File: config.mk
export PLATFORM = sky130hd
export DESIGN_NAME = dbg_halt_ctrl
export DESIGN_NICKNAME = d
export VERILOG_FILES = /design/src/rtl/dbg_halt_pkg.sv /design/src/rtl/dbg_reason_reg.sv /design/src/rtl/dbg_stall_fsm.sv /design/src/rtl/dbg_inject_fsm.sv /design/src/rtl/dbg_halt_ctrl.sv
export SDC_FILE = /design/constraint.sdc
export NUM_CORES = 1
export LEC_CHECK = 0
export ABC_AREA = 1
export BUFFER_PORTS_ARGS = -buffer_cell sky130_fd_sc_hd__buf_2
export CAP_MARGIN = 15
export CORE_AREA = 2 2 75 77
export DETAILED_ROUTE_END_ITERATION = 10
export DIE_AREA = 0 0 77 79
export GPL_TIMING_DRIVEN = 0
export HOLD_SLACK_MARGIN = 0.06
export PLACE_DENSITY_LB_ADDON = 0.05
export SLEW_MARGIN = 15
export SYNTH_ARGS = -nofsm -noshare
export SYNTH_HDL_FRONTEND = slang
export SYNTH_SLANG_ARGS = --single-unit
File: constraint.sdc
create_clock -name clk -period 2.2 [get_ports clk]
set_clock_uncertainty 0.15 [all_clocks]
set_input_delay 0 -clock clk [delete_from_list [all_inputs] [get_ports clk]]
set_output_delay 0 -clock clk [all_outputs]
set_load 0.005 [all_outputs]
File: src/rtl/dbg_halt_pkg.sv
package dbg_halt_pkg;

    localparam int EXC_COUNT = 13;

    // Source bit positions in the event, enable and reason vectors
    localparam int EXC_RESET    = 0;
    localparam int EXC_BUSERR   = 1;
    localparam int EXC_DPAGE    = 2;
    localparam int EXC_IPAGE    = 3;
    localparam int EXC_LOINT    = 4;
    localparam int EXC_ALIGN    = 5;
    localparam int EXC_ILLEGAL  = 6;
    localparam int EXC_HIINT    = 7;
    localparam int EXC_DTLB     = 8;
    localparam int EXC_ITLB     = 9;
    localparam int EXC_RANGE    = 10;
    localparam int EXC_SYSCALL  = 11;
    localparam int EXC_BREAK    = 12;

    typedef enum logic {
        HALT_RUN  = 1'b0,
        HALT_STOP = 1'b1
    } halt_state_t;

    typedef enum logic [1:0] {
        INJ_IDLE  = 2'd0,
        INJ_PEND  = 2'd1,
        INJ_ISSUE = 2'd2
    } inj_state_t;

endpackage

File: src/rtl/dbg_reason_reg.sv
module dbg_reason_reg #(
    parameter int NEXC = 13
) (
    input  logic            clk,
    input  logic            rst_n,
    input  logic [NEXC-1:0] exc_evt,
    input  logic [NEXC-1:0] stop_en,
    input  logic            wr,
    input  logic [NEXC-1:0] wdata,
    output logic [NEXC-1:0] reason
);

    logic [NEXC-1:0] bits_q;

    for (genvar i = 0; i < NEXC; i++) begin : g_bit
        always_ff @(posedge clk or negedge rst_n) begin
            if (!rst_n) begin
                bits_q[i] <= 1'b0;
            end else if (exc_evt[i]) begin
                bits_q[i] <= stop_en[i];
            end else if (wr) begin
                bits_q[i] <= wdata[i];
            end
        end
    end

    assign reason = bits_q;

    AST_REASON_HOLD: assert property (@(posedge clk) disable iff (!rst_n)
        (!(|exc_evt) && !wr) |=> $stable(reason));

    AST_REASON_WRITE: assert property (@(posedge clk) disable iff (!rst_n)
        (wr && !(|exc_evt)) |=> (reason == $past(wdata)));

endmodule

File: src/rtl/dbg_stall_fsm.sv
module dbg_stall_fsm
    import dbg_halt_pkg::*;
#(
    parameter int NEXC = 13
) (
    input  logic            clk,
    input  logic            rst_n,
    input  logic [NEXC-1:0] exc_evt,
    input  logic [NEXC-1:0] stop_en,
    input  logic            bkpt_req,
    input  logic            dbg_disable,
    input  logic            ctl_wr,
    input  logic            ctl_stall,
    input  logic            ctl_reset,
    output logic            stalled,
    output logic            rst_hold,
    output logic            rst_pulse
);

    halt_state_t state_q, state_d;
    logic        rst_bit_q;
    logic        pulse_q;
    logic        trig;

    assign trig = (|(exc_evt & stop_en)) | bkpt_req;

    always_comb begin
        state_d = state_q;
        unique case (state_q)
            HALT_RUN: begin
                if (trig || (ctl_wr && ctl_stall)) begin
                    state_d = HALT_STOP;
                end
            end
            HALT_STOP: begin
                if (ctl_wr && !ctl_stall && !trig) begin
                    state_d = HALT_RUN;
                end
            end
            default: state_d = HALT_RUN;
        endcase
        if (dbg_disable) begin
            state_d = HALT_RUN;
        end
    end

    always_ff @(posedge clk or negedge rst_n) begin
        if (!rst_n) begin
            state_q <= HALT_RUN;
        end else begin
            state_q <= state_d;
        end
    end

    // Host reset bit and its falling-edge pulse
    always_ff @(posedge clk or negedge rst_n) begin
        if (!rst_n) begin
            rst_bit_q <= 1'b0;
            pulse_q   <= 1'b0;
        end else begin
            pulse_q <= ctl_wr && rst_bit_q && !ctl_reset;
            if (ctl_wr) begin
                rst_bit_q <= ctl_reset;
            end
        end
    end

    always_comb begin
        stalled   = (state_q == HALT_STOP);
        rst_hold  = rst_bit_q;
        rst_pulse = pulse_q;
    end

    AST_DISABLE_RUNS: assert property (@(posedge clk) disable iff (!rst_n)
        dbg_disable |=> !stalled);

    AST_BKPT_STALLS: assert property (@(posedge clk) disable iff (!rst_n)
        (bkpt_req && !dbg_disable) |=> stalled);

    AST_EXC_STALLS: assert property (@(posedge clk) disable iff (!rst_n)
        ((|(exc_evt & stop_en)) && !dbg_disable) |=> stalled);

    AST_PULSE_SINGLE: assert property (@(posedge clk) disable iff (!rst_n)
        rst_pulse |=> !rst_pulse);

endmodule

File: src/rtl/dbg_inject_fsm.sv
module dbg_inject_fsm
    import dbg_halt_pkg::*;
#(
    parameter int IW = 32
) (
    input  logic          clk,
    input  logic          rst_n,
    input  logic          stalled,
    input  logic          rst_hold,
    input  logic          inj_wr,
    input  logic [IW-1:0] inj_wdata,
    input  logic          inj_rd,
    input  logic          inj_ready,
    output logic          inj_valid,
    output logic [IW-1:0] inj_insn,
    output logic          inj_rd_err
);

    inj_state_t    state_q, state_d;
    logic [IW-1:0] insn_q;
    logic          err_q;
    logic          can_issue;
    logic          load;

    assign can_issue = stalled && !rst_hold;

    always_comb begin
        state_d = state_q;
        load    = 1'b0;
        unique case (state_q)
            INJ_IDLE: begin
                if (inj_wr) begin
                    load    = 1'b1;
                    state_d = can_issue ? INJ_ISSUE : INJ_PEND;
                end
            end
            INJ_PEND: begin
                load = inj_wr;
                if (can_issue) begin
                    state_d = INJ_ISSUE;
                end
            end
            INJ_ISSUE: begin
                if (inj_ready) begin
                    state_d = INJ_IDLE;
                end
            end
            default: state_d = INJ_IDLE;
        endcase
    end

    always_ff @(posedge clk or negedge rst_n) begin
        if (!rst_n) begin
            state_q <= INJ_IDLE;
        end else begin
            state_q <= state_d;
        end
    end

    always_ff @(posedge clk or negedge rst_n) begin
        if (!rst_n) begin
            insn_q <= '0;
            err_q  <= 1'b0;
        end else begin
            err_q <= inj_rd;
            if (load) begin
                insn_q <= inj_wdata;
            end
        end
    end

    always_comb begin
        inj_valid  = (state_q == INJ_ISSUE);
        inj_insn   = insn_q;
        inj_rd_err = err_q;
    end

    AST_VALID_HOLD: assert property (@(posedge clk) disable iff (!rst_n)
        (inj_valid && !inj_ready) |=> (inj_valid && $stable(inj_insn)));

    AST_VALID_DROP: assert property (@(posedge clk) disable iff (!rst_n)
        (inj_valid && inj_ready) |=> !inj_valid);

    AST_NO_ISSUE_IN_RESET: assert property (@(posedge clk) disable iff (!rst_n)
        (!inj_valid && rst_hold) |=> !inj_valid);

    AST_RD_ERR_PULSE: assert property (@(posedge clk) disable iff (!rst_n)
        inj_rd |=> inj_rd_err);

endmodule

File: src/rtl/dbg_halt_ctrl.sv
module dbg_halt_ctrl
    import dbg_halt_pkg::*;
#(
    parameter int NEXC = EXC_COUNT,
    parameter int IW   = 32
) (
    input  logic            clk,
    input  logic            rst_n,
    input  logic [NEXC-1:0] exc_evt,
    input  logic [NEXC-1:0] stop_en,
    input  logic            bkpt_req,
    input  logic            dbg_disable,
    input  logic            ctl_wr,
    input  logic            ctl_stall,
    input  logic            ctl_reset,
    input  logic            rsn_wr,
    input  logic [NEXC-1:0] rsn_wdata,
    input  logic            inj_wr,
    input  logic [IW-1:0]   inj_wdata,
    input  logic            inj_rd,
    input  logic            inj_ready,
    output logic            cpu_stall,
    output logic [NEXC-1:0] reason,
    output logic            cpu_rst_pulse,
    output logic            inj_rd_err,
    output logic            inj_valid,
    output logic [IW-1:0]   inj_insn
);

    logic stalled;
    logic rst_hold;

    dbg_stall_fsm #(.NEXC(NEXC)) u_stall (
        .clk         (clk),
        .rst_n       (rst_n),
        .exc_evt     (exc_evt),
        .stop_en     (stop_en),
        .bkpt_req    (bkpt_req),
        .dbg_disable (dbg_disable),
        .ctl_wr      (ctl_wr),
        .ctl_stall   (ctl_stall),
        .ctl_reset   (ctl_reset),
        .stalled     (stalled),
        .rst_hold    (rst_hold),
        .rst_pulse   (cpu_rst_pulse)
    );

    dbg_reason_reg #(.NEXC(NEXC)) u_reason (
        .clk     (clk),
        .rst_n   (rst_n),
        .exc_evt (exc_evt),
        .stop_en (stop_en),
        .wr      (rsn_wr),
        .wdata   (rsn_wdata),
        .reason  (reason)
    );

    dbg_inject_fsm #(.IW(IW)) u_inject (
        .clk        (clk),
        .rst_n      (rst_n),
        .stalled    (stalled),
        .rst_hold   (rst_hold),
        .inj_wr     (inj_wr),
        .inj_wdata  (inj_wdata),
        .inj_rd     (inj_rd),
        .inj_ready  (inj_ready),
        .inj_valid  (inj_valid),
        .inj_insn   (inj_insn),
        .inj_rd_err (inj_rd_err)
    );

    assign cpu_stall = stalled;

    AST_OFFER_ONLY_HALTED: assert property (@(posedge clk) disable iff (!rst_n)
        $rose(inj_valid) |-> $past(cpu_stall));

endmodule

==> key figures, run 1 <==
Clock network
  • Clock slew at reported path FFs: 100 ps
  • CTS tree: built
  • CTS Buf Count: 5
  • Clk sinks: 51
  • CTS root buffer: clkbuf_8
  • Longest Clk Path Bufs: 2
  • Clock latency at the later pin of the worst-skew pair: around 300 ps
  • H-tree depth: 2
  • Post-CTS setup repair buffer count: 0

Synth
  • Cells after synthesis: 179
  • Syn_area_per_cell: between 10 and 15 um2
  • Top-area cell type share of the netlist area: 0.5727
  • Post-synth EDFFs: 0
  • Post-synthesis register bit count: slightly above 50
  • Post-synthesis sequential area ratio: 0.5727
  • Most numerous cell in the Yosys netlist: dfrtp_1
  • Yosys Warn Count: 0
  • Cell accounting for the most synthesized area: dfrtp_1
  • Area contributors post-synth: dfrtp_1, mux2_4, nor2_1
  • Ys async rst share: 1.000
  • Mapped cell area: around 2200 um2
  • Most frequent cells after synthesis: dfrtp_1, nor2_1, mux2_4, nand2_1, o31ai_1
  • Yosys cell types: 15
  • Post-Syn Nets: 261
  • Ys flop type: dfrtp_1

GRT
  • Total GRT Usage: 0.2011
  • Pin count of the biggest net entering global routing: 52
  • Antenna violations before repair: 0
  • First-pass GRT wire length: 9798 um
  • Vias in the first global route: 2156
  • Gr ovfl total: 0

STA
  • Setup TNS: 0 ps
  • Final min period: 1687 ps
  • RSZ-0062 raised after global routing: false
  • Worst-margin pin slew: 642.9 ps
  • Max Freq: 592.8 MHz
  • Final Hold Vio Count: 0
  • Fin. max-slew vios: 0
  • # setup viols final: 0
  • Fin crit share: 0.7668
  • Worst slew margin: 0.5714
  • Post-route worst setup slack: 513.0 ps

Power and ir drop
  • Switching power: 754.5 uW
  • Static Leak: 2.009 nW
  • VDD IR-drop max: roughly 0.38 mV
  • Total power: approximately 3 mW
  • Comb power frac: 0.316
  • Sequential power share: 0.422
  • Sw Ratio: 0.2558
  • Clock share of power: 0.262
  • Cell Pwr Density: ~770 nW/um2
  • Int Power: 2.195 mW

Run status
  • Status: finished, final reports clean

Place
  • Placer Congestion: approximately 0.76
  • Pre-CTS setup slack: ~910 ps
  • Cell Area, Placed: 2969 um2
  • HPWL Detailed: 3586 um
  • Port Buffers: 130

Cells and area
  • Nets: 468
  • Synthesis-to-layout area growth: 70.92%
  • Fraction of layout cells with a size suffix above 1: 0.4574
  • Final instance area: 3809 um2
  • Antenna Cells: 0

Route
  • DRC: 0
  • Routed WL: ~6000 um
  • Drt wl/cell: 12.77 um
  • Iteration-0 DRC Markers: 68
  • Antenna Violating Nets Remaining: 0
  • First-pass DRT Iterations: 4
  • Via-to-Cell Ratio: 4.490
  • Vias: 2061

Floorplanning
  • Placeable Area: 5338 um2
  • Initial Util: 0.4175
  • Die Outline Area: about 6000 um2
  • Die height: 79 um
  • Row count: 27
  • I/O pin count: 131
  • Die width: 77 um

Job
  • MaxCap Viol Count: 0

Worst setup path
  • Worst reg-to-reg path cell count: 4
  • Crit path kind: reg -> reg
  • CP Capture Type: flip-flop
  • CP Data Arrival Time: ~1700 ps
  • Worst reg2reg path startpoint: u_inject.state_q[1]$_DFFE_PN0P_
  • CP Max Fanout: 5
  • Worst Setup Start Kind: flip-flop
  • Worst path required time: 2250 ps
  • RR Endpoint: u_inject.inj_insn[12]$_DFFE_PN0P_
  • Slack of the worst reg-to-reg path: slightly above 500 ps

Hold path
  • Min-Delay Path Class: in -> async
-- registers in the layout (all words and copies together) (netlist names) --
signal,cells
u_inject.inj_insn,32
u_inject.inj_rd_err,1
u_inject.state_q,2
u_reason.reason,13
u_stall.rst_hold,1
u_stall.rst_pulse,1
u_stall.stalled,1
-- metal layers --
layer / up-vias / GRT usage / share of wire
met5: - / 0 / 0
met4: 0 / 0.06429 / 0.022
met3: 12 / 0.04205 / 0.062
met2: 81 / 0.3333 / 0.49
met1: 953 / 0.2663 / 0.43
li1: 1015 / - / -
-- worst max path at each step --
stage | from | end | slack [ps] | cells past startpoint
2_1_floorplan | u_inject.state_q[1]$_DFFE_PN0P_ | u_inject.inj_insn[0]$_DFFE_PN0P_ | 960 | 4
3_3_place_gp | u_inject.state_q[1]$_DFFE_PN0P_ | u_inject.inj_insn[29]$_DFFE_PN0P_ | 910 | 4
3_5_place_dp | u_inject.state_q[1]$_DFFE_PN0P_ | u_inject.inj_insn[22]$_DFFE_PN0P_ | 910 | 4
4_1_cts | u_inject.state_q[1]$_DFFE_PN0P_ | u_inject.inj_insn[12]$_DFFE_PN0P_ | 500 | 4
5_1_grt | u_inject.state_q[0]$_DFFE_PN0P_ | u_inject.state_q[1]$_DFFE_PN0P_ | 400 | 5
6_report | u_inject.state_q[1]$_DFFE_PN0P_ | u_inject.inj_insn[12]$_DFFE_PN0P_ | 510 | 4
-- worst max-delay path, cell delays in order, from the launching register on --
cell           delay, ps
dfrtp_1              350
inv_2                 60
nand2_4              120
mux2_2               340
dlygate4sd3_1        550
-- power by group through the flow --
stage	clock [mW]	sequential [mW]	combinational, mW
after floorplan	0	1.28	0.441
after global placement	0	1.25	0.800
after detailed placement	0	1.26	0.805
after CTS	0.795	1.24	0.935
after global routing	0.826	1.27	1.02
final	0.772	1.25	0.931
-- cell usage in the layout, fill, tap and decap left out --
master	instances
dfrtp_1	51
inv_1	7
buf_4	1
clkinvlp_4	1
o21ai_0	3
inv_2	1
buf_2	131
mux2_4	30
o2111ai_1	1
dlygate4sd3_1	70
nor3_1	1
clkbuf_8	5
nand2_1	28
o31ai_1	13
buf_12	3
a21oi_1	1
nand2_4	1
bufinv_16	2
mux2_2	2
nor2_1	35
-- final cells by class --
class | instances | area [um2]
buffer | 5 | 70.07
clock buffer | 5 | 68.82
clock inverter | 3 | 67.56
fill | 418 | 1529
inverter | 8 | 30.03
multi-input combinational | 115 | 852.1
sequential | 51 | 1276
tap | 72 | 90.09
timing repair buffer | 200 | 1354
-- metrics by stage --
stage | std cells | utilization | hold WS [ps]
2_1_floorplan | 179 | - | -445.6
3_3_place_gp | 381 | 0.5563 | -41.61
3_5_place_dp | 381 | 0.5563 | -33.14
4_1_cts | 459 | 0.7131 | 183.7
5_1_grt | 459 | 0.7135 | 187.7
6_report | 459 | 0.7135 | 118.8
-- kinds of logic after synthesis --
| kind of cell | after synthesis | share of synthesized area |
|---|---|---|
| simple gates | 65 | 0.1134 |
| flops | 51 | 0.5727 |
| mux | 32 | 0.2122 |
| compound gates | 18 | 0.05670 |
| buf+inv | 13 | 0.04492 |
-- timing repair --
action	4_1_cts	5_1_grt
gates resized for setup	0	0
hold endpoints to repair	102	0
hold buffers	70	0
Power figures use the tool's default switching activity.
==> run 2: changes to the inputs <==
--- a/config.mk
+++ b/config.mk
@@ -8,9 +8,9 @@
 export ABC_AREA = 1
 export BUFFER_PORTS_ARGS = -buffer_cell sky130_fd_sc_hd__buf_2
 export CAP_MARGIN = 15
-export CORE_AREA = 2 2 75 77
+export CORE_AREA = 2 2 79 81
 export DETAILED_ROUTE_END_ITERATION = 10
-export DIE_AREA = 0 0 77 79
+export DIE_AREA = 0 0 81 83
 export GPL_TIMING_DRIVEN = 0
 export HOLD_SLACK_MARGIN = 0.06
 export PLACE_DENSITY_LB_ADDON = 0.05
==> constraint.sdc (replaced) <==
create_clock -name clk -period 1.52 [get_ports clk]
set_clock_uncertainty 0.15 [all_clocks]
set_input_delay 0 -clock clk [delete_from_list [all_inputs] [get_ports clk]]
set_output_delay 0 -clock clk [all_outputs]
set_load 0.005 [all_outputs]
==> key figures, run 2 (synthesis gave the netlist of run 1 again) <==
Route
  • Antenna Violating Nets Remaining: 0 (unchanged)
  • Iteration-0 DRC Markers: 32 (-53%)
  • First-pass DRT Iterations: 4 (unchanged)
  • Via-to-Cell Ratio: 4.472 (-0.40%)
  • Vias: 2111 (+2.4%)
  • Routed WL: 6199 um (+5.8%)
  • Drt wl/cell: 13.13 um (+2.9%)
  • DRC: 0 (unchanged)

Clock network
  • Clock latency at the later pin of the worst-skew pair: 290 ps (about the same)
  • Longest Clk Path Bufs: 2 (unchanged)
  • Clock slew at reported path FFs: 80 ps (-20 ps)
  • CTS root buffer: clkbuf_8
  • Clk sinks: 51 (unchanged)
  • CTS tree: built
  • Post-CTS setup repair buffer count: 0 (unchanged)
  • CTS Buf Count: 5 (unchanged)
  • H-tree depth: 2 (unchanged)

Floorplanning
  • Initial Util: 0.3832 (-0.03431)
  • Row count: 28 (+3.7%)
  • Die width: 81 um (+5.2%)
  • Die Outline Area: 6723 um2 (+11%)
  • Placeable Area: 5816 um2 (+9.0%)
  • I/O pin count: 131 (unchanged)
  • Die height: 83 um (+5.1%)

Cells and area
  • Sequential cell area: 1276 um2 (unchanged)
  • Non-filler cells in the finished layout: 472 (+2.8%)
  • Max reg flops: 32 (unchanged)
  • Most frequent cells in the layout: buf_2, dlygate4sd3_1, dfrtp_1, nor2_1, mux2_4
  • Most common cell after layout, fill and taps aside: buf_2
  • Nets: 479 (+2.4%)
  • Antenna Cells: 0 (unchanged)
  • Synthesis-to-layout area growth: 74.73%
  • Final instance area: 3894 um2 (+2.2%)
  • Multi-input gate area: 857.1 um2 (+0.59%)
  • Filler instances: 454 (+8.6%)
  • Core Util, Final: 0.6695 (-0.04401)
  • Fraction of layout cells with a size suffix above 1: 0.4433 (-0.01404)

Power and ir drop
  • Total power: 4.049 mW (+37%)
  • Static Leak: 2.041 nW (+1.6%)
  • Cell Pwr Density: 1040 nW/um2 (+34%)
  • VDD IR-drop max: 0.6904 mV (+81%)

Job
  • MaxCap Viol Count: 0 (unchanged)

Place
  • Placer Congestion: 0.7944 (+4.5%)
  • Cells after DPL: 384 (+0.79%)
  • Cell Area, Placed: 2973 um2 (+0.13%)
  • Pre-CTS setup slack: 223.1 ps (-682.7 ps)
  • HPWL Detailed: 3707 um (+3.4%)
  • Port Buffers: 130 (unchanged)

STA
  • # setup viols final: 0 (unchanged)
  • Final min period: 1441 ps (-246.1 ps)
  • Hold slack final: 116.6 ps (-2.139 ps)
  • Post-route worst setup slack: 79.12 ps (-433.9 ps)
  • Max Freq: 694.0 MHz (+17%)
  • RSZ-0062 raised after global routing: false
  • Worst-margin pin slew: 634.4 ps (-8.474 ps)
  • Fin. max-slew vios: 0 (unchanged)
  • Fin crit share: 0.9479 (+0.1811)
  • Worst slew margin: 0.5770 (+0.005649)
  • Final Hold Vio Count: 0 (unchanged)
  • Setup TNS: 0 ps (unchanged)

GRT
  • Antenna violations before repair: 0 (unchanged)
  • Gr ovfl total: 0 (unchanged)
  • Total GRT Usage: 0.1844 (-0.01671)
  • Pin count of the biggest net entering global routing: 52 (unchanged)
  • Vias in the first global route: 2196 (+1.9%)
  • First-pass GRT wire length: 9742 um (-0.57%)

Worst setup path
  • CP Capture Type: flip-flop
  • Worst path required time: 1600 ps (-650 ps)
  • Crit path kind: reg -> reg
  • Worst Setup Start Kind: flip-flop
  • CP Data Arrival Time: 1520 ps (-210 ps)
  • CP Max Fanout: 2 (-3)

Run status
  • Status: finished, final reports clean

Hold path
  • Min-Delay Path Class: in -> async
[run 2: per-layer routing]
layer | track usage | vias up | share of wire
met1 | 0.2204 | 980 | 0.41
met5 | 0 | - | 0
met4 | 0.08012 | 0 | 0.025
li1 | - | 1031 | -
met2 | 0.3163 | 86 | 0.51
met3 | 0.03587 | 14 | 0.059
[run 2: cell type report]
type / count / share of cell area
Buffer: 5 / 0.01799
Clock buffer: 6 / 0.01864
Clock inverter: 1 / 0.007712
Inverter: 8 / 0.007712
Multi-Input combinational cell: 115 / 0.2201
Sequential cell: 51 / 0.3278
Tap cell: 75 / 0.02410
Timing Repair Buffer: 211 / 0.3760
[run 2: final timing paths]
path,from,endpoint,slack [ps],cells past startpoint
worst min-delay path,rst_n,u_inject.inj_insn[7]$_DFFE_PN0P_,120,2
min in group clk,rsn_wr,u_reason.reason[5]$_DFFE_PN0P_,120,4
worst max register to register,u_reason.reason[9]$_DFFE_PN0P_,u_reason.reason[9]$_DFFE_PN0P_,80,3
max in group asynchronous,rst_n,u_reason.reason[7]$_DFFE_PN0P_,670,2
worst min register to register,u_inject.inj_insn[11]$_DFFE_PN0P_,u_inject.inj_insn[11]$_DFFE_PN0P_,360,1
worst max-delay path,u_reason.reason[9]$_DFFE_PN0P_,u_reason.reason[9]$_DFFE_PN0P_,80,3
[run 2: critical path, cell delays in order, from the launching register on]
cell and delay, ps:
dfrtp_1 370, nor2_1 50, o31ai_1 240, dlygate4sd3_1 580
[run 2: what timing repair did]
action / 4_1_cts / 5_1_grt
hold endpoints to repair: 102 / 1
setup endpoints to repair: 0 / 2
gates resized for setup: 0 / 1
hold buffers: 81 / 1
[run 2: where the power goes]
part           internal (mW)  total (mW)  switching (mW)
Sequential              1.65        1.81           0.157
Combinational          0.867        1.35           0.486
Clock                  0.483       0.889           0.407
==> run 3: changes to the inputs <==
--- a/config.mk
+++ b/config.mk
@@ -8,9 +8,9 @@
 export ABC_AREA = 1
 export BUFFER_PORTS_ARGS = -buffer_cell sky130_fd_sc_hd__buf_2
 export CAP_MARGIN = 15
-export CORE_AREA = 2 2 79 81
+export CORE_AREA = 2 2 76 85
 export DETAILED_ROUTE_END_ITERATION = 10
-export DIE_AREA = 0 0 81 83
+export DIE_AREA = 0 0 78 87
 export GPL_TIMING_DRIVEN = 0
 export HOLD_SLACK_MARGIN = 0.06
 export PLACE_DENSITY_LB_ADDON = 0.05
==> key figures, run 3 (synthesis gave the netlist of run 1 again) <==
GRT
  • Total GRT Usage: 0.1740 (-0.01037)
  • First-pass GRT wire length: 9349 um (-4.0%)
  • Gr ovfl total: 0 (unchanged)
  • Vias in the first global route: 2020 (-8.0%)
  • Pin count of the biggest net entering global routing: 52 (unchanged)
  • Antenna violations before repair: 0 (unchanged)

Power and ir drop
  • Sw Ratio: 0.2607 (+0.001445)
  • Clock share of power: 0.225 (+0.005)
  • VDD IR-drop max: 0.5187 mV (-25%)
  • Cell Pwr Density: 1042 nW/um2 (+0.17%)
  • Switching power: 1.058 mW (+0.76%)
  • Sequential power share: 0.445 (about the same)
  • Comb power frac: 0.330 (-0.004)
  • Total power: 4.057 mW (+0.20%)
  • Int Power: 2.999 mW (about the same)
  • Static Leak: 2.040 nW (about the same)

Clock network
  • Post-CTS setup repair buffer count: 0 (unchanged)
  • H-tree depth: 2 (unchanged)
  • CTS root buffer: clkbuf_8
  • Clock latency at the later pin of the worst-skew pair: 300 ps (about the same)
  • CTS tree: built
  • CTS Buf Count: 5 (unchanged)
  • Cts repair resizes: 0 (unchanged)
  • Clk sinks: 51 (unchanged)
  • Longest Clk Path Bufs: 2 (unchanged)
  • Post-CTS Hold Fix Bufs: 81 (unchanged)
  • Clock slew at reported path FFs: 90 ps (about the same)

Cells and area
  • Synthesis-to-layout area growth: 74.79% (about the same)
  • Max reg flops: 32 (unchanged)
  • Non-filler cells in the finished layout: 477 (+1.1%)
  • Final instance area: 3895 um2 (about the same)
  • Nets: 479 (unchanged)
  • Antenna Cells: 0 (unchanged)
  • Multi-input gate area: 852.1 um2 (-0.58%)
  • Filler instances: 477 (+5.1%)
  • Core Util, Final: 0.6485 (-0.02099)
  • Fraction of layout cells with a size suffix above 1: 0.4408 (-0.002519)
  • Most frequent cells in the layout: buf_2, dlygate4sd3_1, dfrtp_1, nor2_1, mux2_4
  • Sequential cell area: 1276 um2 (unchanged)
  • Most common cell after layout, fill and taps aside: buf_2

Worst setup path
  • CP Capture Type: flip-flop
  • Worst reg2reg path startpoint: u_reason.reason[0]$_DFFE_PN0P_
  • Cell family with most CP delay: buffers and inverters
  • Slack of the worst reg-to-reg path: 100 ps (+30 ps)
  • Worst path required time: 1610 ps (about the same)
  • CP Data Arrival Time: 1500 ps (-20 ps)
  • Crit path kind: reg -> reg
  • Worst reg-to-reg path cell count: 3 (unchanged)
  • CP peak stage delay: 570 ps (about the same)
  • Cell Chain, Critical Path: nor2_1 > o31ai_1 > dlygate4sd3_1
  • Sum of buffers and inverters on the critical path: 1 (unchanged)
  • CP Max Fanout: 2 (unchanged)
  • RR Endpoint: u_reason.reason[0]$_DFFE_PN0P_
  • Worst path slowest cell: dlygate4sd3_1
  • Worst Setup Start Kind: flip-flop

STA
  • Setup TNS: 0 ps (unchanged)
  • Worst-margin pin slew: 639.6 ps (+5.167 ps)
  • Final Hold Vio Count: 0 (unchanged)
  • Final min period: 1416 ps (-25.10 ps)
  • RSZ-0062 raised after global routing: false
  • Fin. max-slew vios: 0 (unchanged)
  • Worst slew margin: 0.5736 (-0.003444)
  • # setup viols final: 0 (unchanged)
  • Max Freq: 706.3 MHz (+1.8%)
  • Fin crit share: 0.9314 (-0.01651)

Floorplanning
  • Die Outline Area: 6786 um2 (+0.94%)
  • Die height: 87 um (+4.8%)
  • Row count: 30 (+7.1%)
  • I/O pin count: 131 (unchanged)
  • Placeable Area: 6006 um2 (+3.3%)
  • Die width: 78 um (-3.7%)
  • Initial Util: 0.3710 (-0.01213)

Place
  • Cells after DPL: 389 (+1.3%)
  • Cell Area, Placed: 2979 um2 (+0.21%)
  • HPWL Detailed: 3720 um (+0.35%)
  • Port Buffers: 130 (unchanged)
  • Placer Congestion: 0.7410 (-6.7%)

Route
  • DRC: 0 (unchanged)
  • Vias: 2057 (-2.6%)
  • Antenna Violating Nets Remaining: 0 (unchanged)
  • First-pass DRT Iterations: 4 (unchanged)
  • Iteration-0 DRC Markers: 56 (+75%)
  • Drt wl/cell: 12.38 um (-5.8%)
  • Via-to-Cell Ratio: 4.312 (-3.6%)
  • Routed WL: 5904 um (-4.8%)

Job
  • MaxCap Viol Count: 0 (unchanged)

Run status
  • Status: finished, final reports clean

Hold path
  • Min-Delay Path Class: in -> async
run 3: cell counts in the layout (fill, tap and decap cells not counted):
Identical to the previous run, type by type.
run 3: area by class of cell:
class	count	share of cell area
buffer	5	0.01799
sequential	51	0.3277
clock inverter	1	0.007710
clock buffer	6	0.01863
timing repair buffer	211	0.3758
tap	80	0.02570
inverter	8	0.007710
multi-input combinational	115	0.2188
run 3: power groups by stage:
stage	Sequential, mW	Combinational [mW]	Clock (mW)
after global routing	1.84	1.46	1.00
after floorplan	1.85	0.639	0
final	1.81	1.34	0.911
after detailed placement	1.82	1.17	0
after global placement	1.81	1.17	0
after CTS	1.80	1.35	0.952
run 3: stage by stage:
stage	hold WS (ps)	worst slack, ps
CTS	181.7	93.22
detailed placement	-36.94	215.2
global route	182.1	16.36
global placement	-41.54	220.6
floorplan	-445.6	278.5
finish	120.3	104.2
run 3: layer usage:
layer	global-route usage	routed length (um)
met3	0.03838	324
met1	0.2204	2541
met5	0	0
met4	0.05423	97
met2	0.2986	2940
run 3: worst max-delay path by stage:
stage | startpoint | slack, ps | cells past startpoint | to
2_1_floorplan | u_inject.state_q[1]$_DFFE_PN0P_ | 280 | 4 | u_inject.inj_insn[0]$_DFFE_PN0P_
3_3_place_gp | u_inject.state_q[1]$_DFFE_PN0P_ | 220 | 4 | u_inject.inj_insn[6]$_DFFE_PN0P_
3_5_place_dp | u_inject.state_q[1]$_DFFE_PN0P_ | 220 | 4 | u_inject.inj_insn[8]$_DFFE_PN0P_
4_1_cts | rst_n | 90 | 2 | u_reason.reason[10]$_DFFE_PN0P_
5_1_grt | u_reason.reason[4]$_DFFE_PN0P_ | 20 | 3 | u_reason.reason[4]$_DFFE_PN0P_
6_report | u_reason.reason[0]$_DFFE_PN0P_ | 100 | 3 | u_reason.reason[0]$_DFFE_PN0P_
